===== config.mk =====
export PLATFORM = sky130hd
export DESIGN_NAME = prime_bank_mapper
export DESIGN_NICKNAME = d
export VERILOG_FILES = /design/src/rtl/pmm_pkg.sv /design/src/rtl/pmm_addr_map.sv /design/src/rtl/pmm_bank.sv /design/src/rtl/prime_bank_mapper.sv
export SDC_FILE = /design/constraint.sdc
export NUM_CORES = 1
export LEC_CHECK = 0
export BUFFER_PORTS_ARGS = -buffer_cell sky130_fd_sc_hd__buf_2
export CAP_MARGIN = 10
export CORE_MARGIN = 5
export CORE_UTILIZATION = 60
export CTS_CLUSTER_SIZE = 20
export DETAILED_ROUTE_END_ITERATION = 12
export PLACE_DENSITY = 0.82
export RECOVER_POWER = 100
export SYNTH_ARGS = -nofsm -noshare
export SYNTH_HDL_FRONTEND = slang
export SYNTH_SLANG_ARGS = --single-unit

===== constraint.sdc =====
create_clock -name clk -period 5.5 [get_ports clk]
set_input_delay 0.825 -clock clk [delete_from_list [all_inputs] [get_ports clk]]
set_output_delay 0.825 -clock clk [all_outputs]
set_load 0.05 [all_outputs]

===== src/rtl/pmm_pkg.sv =====
package pmm_pkg;
    localparam int NUM_BANKS  = 3;
    localparam int BANK_WORDS = 8;
    localparam int NUM_WORDS  = NUM_BANKS * BANK_WORDS;
    localparam int ADDR_W     = $clog2(NUM_WORDS);
    localparam int BANK_W     = $clog2(NUM_BANKS);
    localparam int OFF_W      = $clog2(BANK_WORDS);
    localparam int DATA_W     = 16;
    localparam int PAD_W      = ADDR_W + (ADDR_W % 2);
    localparam int GROUPS     = PAD_W / 2;
    localparam int FOLDS      = 3;

    typedef struct packed {
        logic              in_range;
        logic [BANK_W-1:0] bank;
        logic [OFF_W-1:0]  offset;
    } map_t;

    // residue modulo 3: 4^k leaves 1, so sum base-4 digits and fold again
    function automatic logic [BANK_W-1:0] mod3(input logic [ADDR_W-1:0] a);
        logic [PAD_W-1:0] s;
        logic [PAD_W-1:0] t;
        s = PAD_W'(a);
        for (int f = 0; f < FOLDS; f++) begin
            t = '0;
            for (int g = 0; g < GROUPS; g++)
                t = t + PAD_W'(s[2*g +: 2]);
            s = t;
        end
        return (s[1:0] == 2'd3) ? 2'd0 : s[1:0];
    endfunction
endpackage


===== src/rtl/pmm_addr_map.sv =====
module pmm_addr_map
    import pmm_pkg::*;
(
    input  logic              clk,
    input  logic              rst,
    input  logic [ADDR_W-1:0] addr,
    output map_t              loc
);
    always_comb begin
        loc.in_range = (addr < ADDR_W'(NUM_WORDS));
        loc.bank     = mod3(addr);
        loc.offset   = addr[OFF_W-1:0];
    end

    assert_bank_lt3_R1: assert property (@(posedge clk) disable iff (rst)
        loc.in_range |-> (loc.bank < BANK_W'(NUM_BANKS)));
endmodule


===== src/rtl/pmm_bank.sv =====
module pmm_bank
    import pmm_pkg::*;
#(
    parameter int LATENCY = 3
) (
    input  logic              clk,
    input  logic              rst,
    input  logic              sel,
    input  logic              we,
    input  logic [OFF_W-1:0]  offset,
    input  logic [DATA_W-1:0] wdata,
    output logic              busy,
    output logic              rvalid,
    output logic [DATA_W-1:0] rdata
);
    localparam int CNT_W = $clog2(LATENCY + 1);

    logic [DATA_W-1:0] mem [BANK_WORDS];
    logic [CNT_W-1:0]  busy_cnt;
    logic              acc;

    assign busy = (busy_cnt != '0);
    assign acc  = sel && !busy;

    always_ff @(posedge clk) begin
        if (rst)
            busy_cnt <= '0;
        else if (acc)
            busy_cnt <= CNT_W'(LATENCY - 1);
        else if (busy)
            busy_cnt <= busy_cnt - CNT_W'(1);
    end

    always_ff @(posedge clk) begin
        if (acc && we)
            mem[offset] <= wdata;
        if (acc && !we)
            rdata <= mem[offset];
    end

    always_ff @(posedge clk) begin
        if (rst) rvalid <= 1'b0;
        else     rvalid <= acc && !we;
    end

    assert_occupy_R5: assert property (@(posedge clk) disable iff (rst)
        acc |=> (busy_cnt == CNT_W'(LATENCY - 1)));
    assert_refused_R5: assert property (@(posedge clk) disable iff (rst)
        (sel && busy) |=> (rvalid == 1'b0));
endmodule


===== src/rtl/prime_bank_mapper.sv =====
module prime_bank_mapper
    import pmm_pkg::*;
#(
    parameter int LATENCY = 3,
    parameter int CONF_W  = 16
) (
    input  logic              clk,
    input  logic              rst,
    input  logic              req_valid,
    input  logic              req_we,
    input  logic [4:0]        req_addr,
    input  logic [15:0]       req_wdata,
    output logic              req_ready,
    output logic              range_err,
    output logic [1:0]        map_bank,
    output logic [2:0]        map_offset,
    output logic              rd_valid,
    output logic [15:0]       rd_data,
    output logic [CONF_W-1:0] conflict_cnt
);
    map_t                loc;
    logic [NUM_BANKS-1:0] sel, busy, rv;
    logic [DATA_W-1:0]    rd [NUM_BANKS];
    logic                 stall;

    pmm_addr_map map_i (.clk(clk), .rst(rst), .addr(req_addr), .loc(loc));

    for (genvar b = 0; b < NUM_BANKS; b++) begin : g_bank
        assign sel[b] = req_valid && loc.in_range && (loc.bank == BANK_W'(b));
        pmm_bank #(.LATENCY(LATENCY)) bank_i (
            .clk(clk), .rst(rst), .sel(sel[b]), .we(req_we),
            .offset(loc.offset), .wdata(req_wdata),
            .busy(busy[b]), .rvalid(rv[b]), .rdata(rd[b]));
    end

    assign stall      = |(sel & busy);
    assign req_ready  = !stall;
    assign range_err  = req_valid && !loc.in_range;
    assign map_bank   = loc.bank;
    assign map_offset = loc.offset;
    assign rd_valid   = |rv;

    always_comb begin
        rd_data = '0;
        for (int b = 0; b < NUM_BANKS; b++)
            if (rv[b]) rd_data = rd_data | rd[b];
    end

    always_ff @(posedge clk) begin
        if (rst)        conflict_cnt <= '0;
        else if (stall) conflict_cnt <= conflict_cnt + CONF_W'(1);
    end

    assert_one_reader_R4: assert property (@(posedge clk) disable iff (rst)
        $onehot0(rv));
    assert_read_follows_R4: assert property (@(posedge clk) disable iff (rst)
        rd_valid |-> $past(req_valid && req_ready && !req_we && loc.in_range));
    assert_count_stall_R6: assert property (@(posedge clk) disable iff (rst)
        (req_valid && !req_ready) |=> (conflict_cnt == $past(conflict_cnt) + CONF_W'(1)));
    assert_range_quiet_R8: assert property (@(posedge clk) disable iff (rst)
        range_err |=> !rd_valid);
    assert_range_ready_R8: assert property (@(posedge clk) disable iff (rst)
        range_err |-> req_ready);
endmodule


==> out/metrics.yaml <==
yosysSeqAreaShare_pct: 77.0
wire_per_inst_um: 28.5
placed_area_mm2: 0.0186
r2r-start: "g_bank[1].bank_i.busy_cnt[1]"
grt_pass1_wl_um: 64700
drc: 0
p_seq_share_pct: 54.1
drv_slew: 177
cts-root-buf: "clkbuf_16"
tns_ns: 0
ir_drop_mv: 0.214
syn_avg_cell_area_um2: 17.2
worst_path_most_repeated_cell: "clkbuf_1"
fp-row-count: 62
synthSimpleGateAreaFrac_pct: 3.83
period_share_pct: 95.4
start_util_pct: 60.9
grt_max_degree: 90
core-area_mm2: 0.0287
syn_area_mm2: 0.0175
crit_type: "input port to register"
crit_chain: "clkbuf_1 > buf_4 > clkbuf_1 > nor2b_1 > a221oi_1 > o22ai_1"
n_antenna_cell: 0
fin_cells: 1537
end_kind: "register"
dieArea_mm2: 0.0327
cts-htree-levels: 2
vias: 10400
vias_per_cell: 6.79
dr.pass1.iters: 5
antenna_found_initial: 0
switching_share_pct: 23.2
power_frac_comb_pct: 8.0
routabilityCongestion: 0.892
worst_slew_margin_rel_pct: -74.4
synthAdderAreaFrac_pct: 0.944
clock_latency_ns: 0.54
start_kind: "input port"
yosys_register_bits: 457
drt_iter0_drc: 1569
hpwl_um: 26000
violations: "capacitance limit, slew limit"
muxShareOfSynthArea_pct: 6.10
synth_top_family_by_area: "compound AO/OA/AOI/OAI gates"
numClockSinks: 457
p_switching_mw: 1.69
worst-path-stages: 6
grt_pass1_vias: 10400
io_buffers: 64
critPathBufInv: 3
synthCells: 1015
powerDensity_mw_per_mm2: 373
post_cts_resized: 0
hold_path_class: "register to register"
synth_warnings: 0
crit_end: "g_bank[0].bank_i.rdata[0]"
clk_pin_slew_ns: 0.06
die_w_um: 181
r2r_cells: 5
ant_nets: 0
drive_gt1_share_pct: 13.4
cts_made_buffers: 44
setup_slack_ns: 0.250
pin_count: 65
rsz0062_at_grt: "no"
worstHoldPathCells: 1
cts_tree: "built"
dp_cells: 1459
power_mw: 7.28
grt_overflow_total: 0
hold_viol_final: 0
synth_compound_area_share_pct: 9.63
multi_input_area_mm2: 0.00363
area_growth_pct: 11.7
fin_crit_ns: 5.25
regToRegSetupSlack_ns: 2.79
async_flop_share_pct: 0
p_leak_nw: 6.20
fmax_ghz: 0.190
cts_buffer_depth: 3
synth_ff_type: "edfxtp_1"
crit_slowest_cell: "clkbuf_1"
synth_fp_nets: 1052
intPower_mw: 5.60
fill_cells: 1806
skew_ns: 0.0136
routed_wl_um: 43700
crit_family: "buffers and inverters"
nNetsFinal: 1159
power.share.clock_pct: 37.9
critPathMaxStageDelay_ns: 1.91
status: "finished, violations left"
tightest_slew_ns: 2.62
grt_usage_pct: 26.3
dp_slack_ns: 0.491
seq_area_mm2: 0.0135
fp.dieH_um: 181
startpoint: "req_addr[0]"
r2r_end: "g_bank[1].bank_i.mem[1][2]"
critPathMaxFanout: 45
synth-xor-area-share_pct: 0.200
postCtsSetupBuffers: 0
synth-edff-count: 432
required_ns: 5.61
worst_ep_arrival_time_ns: 5.36
maxCapViolCount: 6
cts_hold_buffers: 0
synth_cell_types: 50
fin_area_mm2: 0.0195
setup_viol: 0
registers in the layout, indices dropped and copies added (netlist names):
signal                  count
g_bank.bank_i.mem         384
g_bank.bank_i.rdata        48
g_bank.bank_i.busy_cnt      6
g_bank.bank_i.rvalid        3
conflict_cnt               16
power by group through the flow:
stage                     clock [mW]  combinational [mW]  sequential, mW
after detailed placement           0               0.592            4.01
after global routing            2.93               0.613            3.94
final                           2.76               0.581            3.94
after floorplan                    0               0.367            3.99
after CTS                       2.77               0.598            3.94
after global placement             0               0.578            4.00
metrics by stage:
| stage | utilization (%) | hold slack, ns |
|---|---|---|
| after detailed placement | 64.8 | 0.474 |
| after floorplan | - | 0.438 |
| after CTS | 69.3 | 0.484 |
| final | 68.0 | 0.474 |
| after global routing | 68.0 | 0.503 |
| after global placement | 64.8 | 0.460 |
routing by layer:
metal / share of wire [%] / vias to the layer above / GRT usage (%)
met5: 0 / - / 0
met4: 4.2 / 0 / 10.0
met3: 13 / 141 / 6.21
met2: 48 / 865 / 42.9
met1: 35 / 5097 / 34.8
li1: - / 4336 / -
cells in the mapped netlist (11+ instances only):
master    number  area share [%]
a221oi_1      55             2.8
a21oi_1       24            0.69
inv_1         29            0.62
dfxtp_1       25             2.9
o22ai_1       11            0.39
mux2_2        54             3.5
nand2_1       30            0.64
clkbuf_1      29            0.62
buf_2         24            0.69
edfxtp_1     432              74
nor2_1        55             1.2
mux2i_1       21             1.2
a22oi_1       41             1.8
mux4_2        11             1.4
a222oi_1      23             1.3
nand3_1       12            0.34
o21ai_0       39             1.1
cells by family after synthesis:
| family | Yosys count |
|---|---|
| XOR/XNOR | 4 |
| AND/OR/NAND/NOR | 139 |
| flip-flops | 457 |
| buffers and inverters | 91 |
| adder cells (fa/ha/maj) | 12 |
| multiplexers | 86 |
| AO/OA/AOI/OAI | 226 |
worst reg2reg max path: stages, from the launching register on:
cell and delay (ns):
dfxtp_1 0.33, nor2_1 0.14, nand4_1 0.13, clkbuf_1 0.30, nor2_1 0.79, clkbuf_1 0.64
placed cells by master, fill, tap and decap left out, types with 3 or more instances in the layout:
cell	netlist	layout
clkinv_1	0	11
a21oi_1	24	24
mux2i_1	21	21
nor2b_1	5	5
a222oi_1	23	23
clkbuf_1	29	110
o31ai_1	3	3
nand4_1	4	4
o21ai_0	39	40
dfxtp_1	25	25
a311oi_1	3	3
o211ai_1	3	3
buf_4	4	10
ha_1	10	10
a221o_1	5	5
clkinv_2	0	6
a221oi_1	55	55
o2bb2ai_1	7	7
inv_1	29	29
nor3b_1	3	3
nor2_1	55	48
nand3_1	12	12
nor3_1	7	9
o22ai_1	11	11
or3_1	10	10
edfxtp_1	432	432
or4_1	3	3
nand2_1	30	30
clkbuf_2	0	4
clkbuf_16	0	45
xnor2_1	3	3
mux2_2	54	54
a22oi_1	41	41
and4_1	3	3
buf_2	24	7
mux4_2	11	11
nor2_2	1	8
how the worst min path moves through the flow:
stage	startpoint	end
floorplan	g_bank[2].bank_i.busy_cnt[0]	g_bank[2].bank_i.busy_cnt[0]
global placement	g_bank[0].bank_i.busy_cnt[0]	g_bank[0].bank_i.busy_cnt[0]
detailed placement	g_bank[2].bank_i.busy_cnt[0]	g_bank[2].bank_i.busy_cnt[0]
CTS	g_bank[2].bank_i.busy_cnt[0]	g_bank[2].bank_i.busy_cnt[0]
global route	g_bank[2].bank_i.busy_cnt[1]	g_bank[2].bank_i.busy_cnt[1]
finish	g_bank[0].bank_i.busy_cnt[0]	g_bank[0].bank_i.busy_cnt[0]
cell type report:
cell class                      count  share of cell area [%]
Clock inverter                     20                   0.615
Sequential cell                   457                    69.0
Timing Repair Buffer              121                    2.76
Multi-Input combinational cell    467                    18.6
Tap cell                          384                    2.46
Clock buffer                       57                    6.00
Inverter                           31                   0.596
Note: power is estimated with default switching activity, not from simulation.
